==> src/rtl/tgt_rd_pkg.sv <==
package tgt_rd_pkg;
  typedef enum logic [1:0] {
    ST_IDLE = 2'd0,
    ST_XFER = 2'd1,
    ST_HALT = 2'd2
  } trp_state_t;
endpackage

==> src/rtl/trp_fifo.sv <==
module trp_fifo #(
  parameter int W     = 32,
  parameter int DEPTH = 8
) (
  input  logic         clk,
  input  logic         rst_n,
  input  logic         flush,
  input  logic         wr_en,
  input  logic [W-1:0] wr_data,
  input  logic         rd_en,
  output logic [W-1:0] rd_data,
  output logic         empty,
  output logic         full
);
  localparam int AW = (DEPTH > 1) ? $clog2(DEPTH) : 1;
  localparam int CW = $clog2(DEPTH + 1);
  localparam logic [AW-1:0] LAST = AW'(DEPTH - 1);
  localparam logic [CW-1:0] CAP  = CW'(DEPTH);

  logic [W-1:0]  mem [DEPTH];
  logic [AW-1:0] wptr, rptr;
  logic [CW-1:0] cnt;
  logic          do_wr, do_rd;

  assign empty   = (cnt == '0);
  assign full    = (cnt == CAP);
  assign do_wr   = wr_en && !full && !flush;
  assign do_rd   = rd_en && !empty && !flush;
  assign rd_data = mem[rptr];

  always_ff @(posedge clk) begin
    if (do_wr) mem[wptr] <= wr_data;
  end

  always_ff @(posedge clk) begin
    if (!rst_n || flush) begin
      wptr <= '0;
      rptr <= '0;
      cnt  <= '0;
    end else begin
      if (do_wr) wptr <= (wptr == LAST) ? '0 : wptr + 1'b1;
      if (do_rd) rptr <= (rptr == LAST) ? '0 : rptr + 1'b1;
      case ({do_wr, do_rd})
        2'b10:   cnt <= cnt + 1'b1;
        2'b01:   cnt <= cnt - 1'b1;
        default: cnt <= cnt;
      endcase
    end
  end

  assert_no_overflow_R9: assert property (@(posedge clk) disable iff (!rst_n)
    wr_en |-> !full)
    else $error("write offered to a full read FIFO");

  assert_no_underflow_R4: assert property (@(posedge clk) disable iff (!rst_n)
    rd_en |-> !empty)
    else $error("data phase taken from an empty read FIFO");
endmodule

==> src/rtl/trp_wait_timer.sv <==
module trp_wait_timer #(
  parameter int WAIT_LIMIT = 8
) (
  input  logic clk,
  input  logic rst_n,
  input  logic run,
  output logic expire
);
  localparam int CW = (WAIT_LIMIT > 2) ? $clog2(WAIT_LIMIT) : 1;
  localparam logic [CW-1:0] TOP = CW'(WAIT_LIMIT - 1);

  logic [CW-1:0] cnt;

  assign expire = run && (cnt == TOP);

  always_ff @(posedge clk) begin
    if (!rst_n)             cnt <= '0;
    else if (!run || expire) cnt <= '0;
    else                    cnt <= cnt + 1'b1;
  end

  assert_expire_after_run_R5: assert property (@(posedge clk) disable iff (!rst_n)
    expire |-> $past(run))
    else $error("wait timer expired without a preceding wait run");
endmodule

==> src/rtl/trp_ctrl.sv <==
module trp_ctrl
  import tgt_rd_pkg::*;
(
  input  logic clk,
  input  logic rst_n,
  input  logic frame,
  input  logic take,
  input  logic prefetch,
  input  logic burst_req,
  input  logic fifo_empty,
  input  logic fifo_full,
  input  logic expire,
  output logic xfer,
  output logic halt,
  output logic waiting,
  output logic attn,
  output logic burst,
  output logic flush
);
  trp_state_t st, st_nx;

  always_comb begin
    st_nx = st;
    unique case (st)
      ST_IDLE: if (frame) st_nx = ST_XFER;
      ST_XFER: begin
        if (!frame)      st_nx = ST_IDLE;
        else if (expire) st_nx = ST_HALT;
      end
      ST_HALT: if (!frame) st_nx = ST_IDLE;
      default: st_nx = ST_IDLE;
    endcase
  end

  always_ff @(posedge clk) begin
    if (!rst_n) st <= ST_IDLE;
    else        st <= st_nx;
  end

  assign xfer    = (st == ST_XFER);
  assign halt    = (st == ST_HALT);
  assign flush   = (st != ST_IDLE) && !frame;
  assign waiting = xfer && frame && take && fifo_empty;
  assign attn    = xfer && frame && (prefetch ? !fifo_full : (take && fifo_empty));
  assign burst   = xfer && (burst_req || prefetch);

  assert_stop_from_timeout_R5: assert property (@(posedge clk) disable iff (!rst_n)
    $rose(halt) |-> $past(expire))
    else $error("disconnect entered without a wait timeout");
endmodule

==> src/rtl/tgt_read_path.sv <==
module tgt_read_path #(
  parameter int DATA_W     = 32,
  parameter int FIFO_DEPTH = 8,
  parameter int WAIT_LIMIT = 8
) (
  input  logic              clk,
  input  logic              rst_n,
  input  logic              cfg_active,
  input  logic              cfg_prefetch,
  input  logic              rq_frame,
  input  logic              rq_burst,
  input  logic              rq_take,
  output logic              tgt_ready,
  output logic [DATA_W-1:0] tgt_data,
  output logic              tgt_stop,
  output logic              ao_attn,
  output logic              ao_burst,
  input  logic              ao_rdy_n,
  input  logic              ao_wvalid,
  input  logic [DATA_W-1:0] ao_wdata,
  output logic              ao_wready
);
  logic fifo_empty, fifo_full, fifo_flush, fifo_wr, fifo_rd;
  logic wait_run, wait_expire, in_xfer, in_halt, attn;
  logic hs_ok;

  // Handshake qualifier: passive needs the completion mark, active treats low as wait.
  assign hs_ok     = cfg_active ? ao_rdy_n : !ao_rdy_n;
  assign ao_attn   = attn;
  assign ao_wready = attn && hs_ok;
  assign fifo_wr   = ao_wvalid && ao_wready;
  assign tgt_ready = in_xfer && !fifo_empty;
  assign fifo_rd   = tgt_ready && rq_take;
  assign tgt_stop  = in_halt;

  trp_ctrl u_ctrl (
    .clk       (clk),
    .rst_n     (rst_n),
    .frame     (rq_frame),
    .take      (rq_take),
    .prefetch  (cfg_prefetch),
    .burst_req (rq_burst),
    .fifo_empty(fifo_empty),
    .fifo_full (fifo_full),
    .expire    (wait_expire),
    .xfer      (in_xfer),
    .halt      (in_halt),
    .waiting   (wait_run),
    .attn      (attn),
    .burst     (ao_burst),
    .flush     (fifo_flush)
  );

  trp_wait_timer #(.WAIT_LIMIT(WAIT_LIMIT)) u_timer (
    .clk   (clk),
    .rst_n (rst_n),
    .run   (wait_run),
    .expire(wait_expire)
  );

  trp_fifo #(.W(DATA_W), .DEPTH(FIFO_DEPTH)) u_fifo (
    .clk    (clk),
    .rst_n  (rst_n),
    .flush  (fifo_flush),
    .wr_en  (fifo_wr),
    .wr_data(ao_wdata),
    .rd_en  (fifo_rd),
    .rd_data(tgt_data),
    .empty  (fifo_empty),
    .full   (fifo_full)
  );

  assert_flush_at_end_R10: assert property (@(posedge clk) disable iff (!rst_n)
    ((in_xfer || in_halt) && !rq_frame) |=> fifo_empty)
    else $error("read FIFO not emptied at transaction end");
endmodule

==> config.mk <==
export PLATFORM = sky130hd
export DESIGN_NAME = tgt_read_path
export DESIGN_NICKNAME = d
export VERILOG_FILES = /design/src/rtl/tgt_rd_pkg.sv /design/src/rtl/trp_fifo.sv /design/src/rtl/trp_wait_timer.sv /design/src/rtl/trp_ctrl.sv /design/src/rtl/tgt_read_path.sv
export SDC_FILE = /design/constraint.sdc
export NUM_CORES = 1
export LEC_CHECK = 0
export BUFFER_PORTS_ARGS = -buffer_cell sky130_fd_sc_hd__clkbuf_2
export CAP_MARGIN = 0
export CORE_ASPECT_RATIO = 0.7
export CORE_MARGIN = 4
export CORE_UTILIZATION = 30
export DETAILED_ROUTE_END_ITERATION = 8
export PLACE_DENSITY = 0.44
export SLEW_MARGIN = 20
export SYNTH_ARGS = -nofsm -noshare
export SYNTH_HDL_FRONTEND = slang
export SYNTH_SLANG_ARGS = --single-unit
==> constraint.sdc <==
create_clock -name clk -period 14.4 [get_ports clk]
set_input_delay 2.88 -clock clk [delete_from_list [all_inputs] [get_ports clk]]
set_output_delay 2.88 -clock clk [all_outputs]
set_load 0.01 [all_outputs]
==> results.cfg <==
[outcome]
status = completed

[worst_setup_path]
worstSetupEndpointType = output port
crit_path_max_fanout = 4
cp.required_ns = 11.52
r2r_cells = 10
r2r_slack_ns = 11.52
r2r_end = u_fifo.cnt[2]$_SDFFE_PP0P_
critical_path_class = in -> out
cp.arrival_ns = 3.54
r2r_start = u_fifo.cnt[0]$_SDFFE_PP0P_
start_kind = input port

[clock_tree]
clk_path_buf_depth = 3
cts_tree = built
clk_transition_reported_paths_ns = 0.06
htreeDepth = 1
post_cts_resized = 0
root_buffer = clkbuf_16
clk_latency_ns = 0.54
numCtsBuffers = 27
ctsHoldBuffers = 0
cts_setup_buffers = 0
clock-sinks = 274

[logic_synthesis]
synthCells = 482
ys_types = 38
syn_area_mm2 = 0.0105
ys_ff_latch = 274
ys_top_cells_by_area = edfxtp_1, mux4_2, dfxtp_1
synthFlopType = edfxtp_1
async_flop_share_pct = 0
yosysSeqAreaShare_pct = 76.4
synth_top_area_share_pct = 72.9
synth-edff-count = 256
synth_top_cell_by_area = edfxtp_1
yosysWarningCount = 0
avgSynthCellArea_um2 = 21.9
syn_nets = 533

[timing]
slew_viol_final = 0
rsz0062_at_grt = no
fin_crit_sh_pct = 44.6
finClkSkew_ns = 0.00651
period_minus_slack_ns = 6.42
final-setup-viol-count = 0
timing.hold.ws_ns = 0.418
relSlewSlack_pct = 29.0
tightestPinTransition_ns = 1.07
fin_tns_setup_ns = 0
clock.fmax_mhz = 156
hold_viol = 0

[detailed_routing]
drtAntennaViolNets = 0
vias_per_cell = 4.60
via_count = 4928
drt_iter0_drc = 325
drc = 0
wl_per_cell_um = 20.8
dr.pass1.iters = 4
wl_um = 22300

[die]
ioPinCount = 78
start_util_pct = 30.4
die_h_um = 165
rows = 57
die_w_um = 232
core-area_mm2 = 0.0347
die-area_mm2 = 0.0382

[power_and_ir_drop]
cellPowerDensity_mw_per_mm2 = 123
p_int_mw = 1.22
ir_drop_v = 0.0000586
clockPowerShare_pct = 40.9
combPwrFrac_pct = 1.6
power_switching_share_pct = 19.7
p_seq_share_pct = 57.5
p_leak_nw = 3.87
power_switching_mw = 0.298

[global_routing]
grt_pass1_wl_um = 33700
gr-usage-met1_pct = 15.1
use_met3_pct = 3.22
grt_use_met2_pct = 20.6
track_usage_pct = 11.9
globalRouteOverflowTotal = 0
antenna_found_initial = 1
grt_pass1_vias = 5395
grt_max_degree = 65
busiest_layer = met2

[cells_and_area]
final_common_cell = edfxtp_1
final_nets = 632
stdcell_count = 1071
areaGrowthSynthToFinish_pct = 17.1
final_cell_mix = edfxtp_1, clkbuf_2, mux4_2
layout-drive-gt1-share_pct = 38.4
diodes = 0

[hold_path]
min_to = u_timer.cnt[0]$_SDFF_PP0_
min_path_type = reg -> reg
min_from = u_timer.cnt[0]$_SDFF_PP0_
hold_depth = 1

[place]
port_buffers = 77
gp_congestion = 0.680
placed_cells = 1024
dp_hpwl_um = 12200

[job]
max_cap_viol_count = 0
[cell families after synthesis]
kind of cell / synth area share (%)
compound gates: 1.12
xor+xnor: 0.249
fa+ha+maj: 1.26
buf+inv: 0.973
flops: 76.4
mux: 17.1
simple gates: 2.96
[synthesized netlist by cell type (all sizes together), types with 2 or more instances]
library cell,instances
nor3b,3
a21oi,11
inv,6
nand4,2
nand4b,2
buf,8
nor4b,3
edfxtp,256
clkbuf,11
nor2,16
nand2,6
nor3,2
a21o,2
mux4,64
nor2b,2
mux2,32
xor2,2
ha,9
nor4,2
o21ai,5
nand3,8
dfxtp,18
[worst max-delay path, stage by stage]
cell      delay (ns)
clkbuf_2        0.12
inv_1           0.06
o21ai_0         0.18
and3_1          0.17
clkbuf_2        0.12
[per-stage QoR]
step | setup WS [ns] | cell area, µm² | util, % | power, mW
2_1_floorplan | 7.02 | 10500 | - | 0.896
3_3_place_gp | 7.98 | 11600 | 33.4 | 0.911
3_5_place_dp | 7.97 | 11600 | 33.4 | 0.913
4_1_cts | 7.97 | 12300 | 35.6 | 1.54
5_1_grt | 7.88 | 12300 | 35.6 | 1.58
6_report | 7.98 | 12300 | 35.6 | 1.52
[state kept, by name, indices dropped and copies added (netlist names), named ones only]
name / count
u_ctrl.st: 2
u_fifo.cnt: 4
u_fifo.mem: 256
u_fifo.rptr: 3
u_fifo.wptr: 3
u_timer.cnt: 3
[layer usage]
metal,wire length [µm],part of all wire (%)
met1,9530,43
met2,11200,50
met3,1110,5.0
met4,384,1.7
met5,13,0.058
[worst max-delay path by stage]
stage	startpoint	endpoint	slack, ns	depth (start not counted)
floorplan	rq_frame	u_fifo.mem[4][0]$_DFFE_PP_	7.02	4
global placement	cfg_prefetch	ao_wready	7.98	5
detailed placement	cfg_prefetch	ao_wready	7.97	5
CTS	cfg_prefetch	ao_wready	7.97	5
global route	cfg_prefetch	ao_wready	7.88	5
finish	cfg_prefetch	ao_wready	7.98	5
[power by group through the flow]
stage          Sequential (mW)  Combinational, mW  Clock [mW]
2_1_floorplan            0.889            0.00743           0
3_3_place_gp             0.888             0.0227           0
3_5_place_dp             0.888             0.0247           0
4_1_cts                  0.871             0.0247       0.646
5_1_grt                  0.871             0.0274       0.680
6_report                 0.871             0.0241       0.620
[cell type report]
cell class | count | area, µm²
Clock buffer | 30 | 687
Sequential cell | 274 | 8060
Multi-Input combinational cell | 183 | 2440
Timing Repair Buffer | 89 | 475
Clock inverter | 17 | 72.6
Fill cell | 3258 | 22300
Tap cell | 472 | 591
Inverter | 6 | 22.5
No activity file was read; power rests on OpenSTA's default activity.
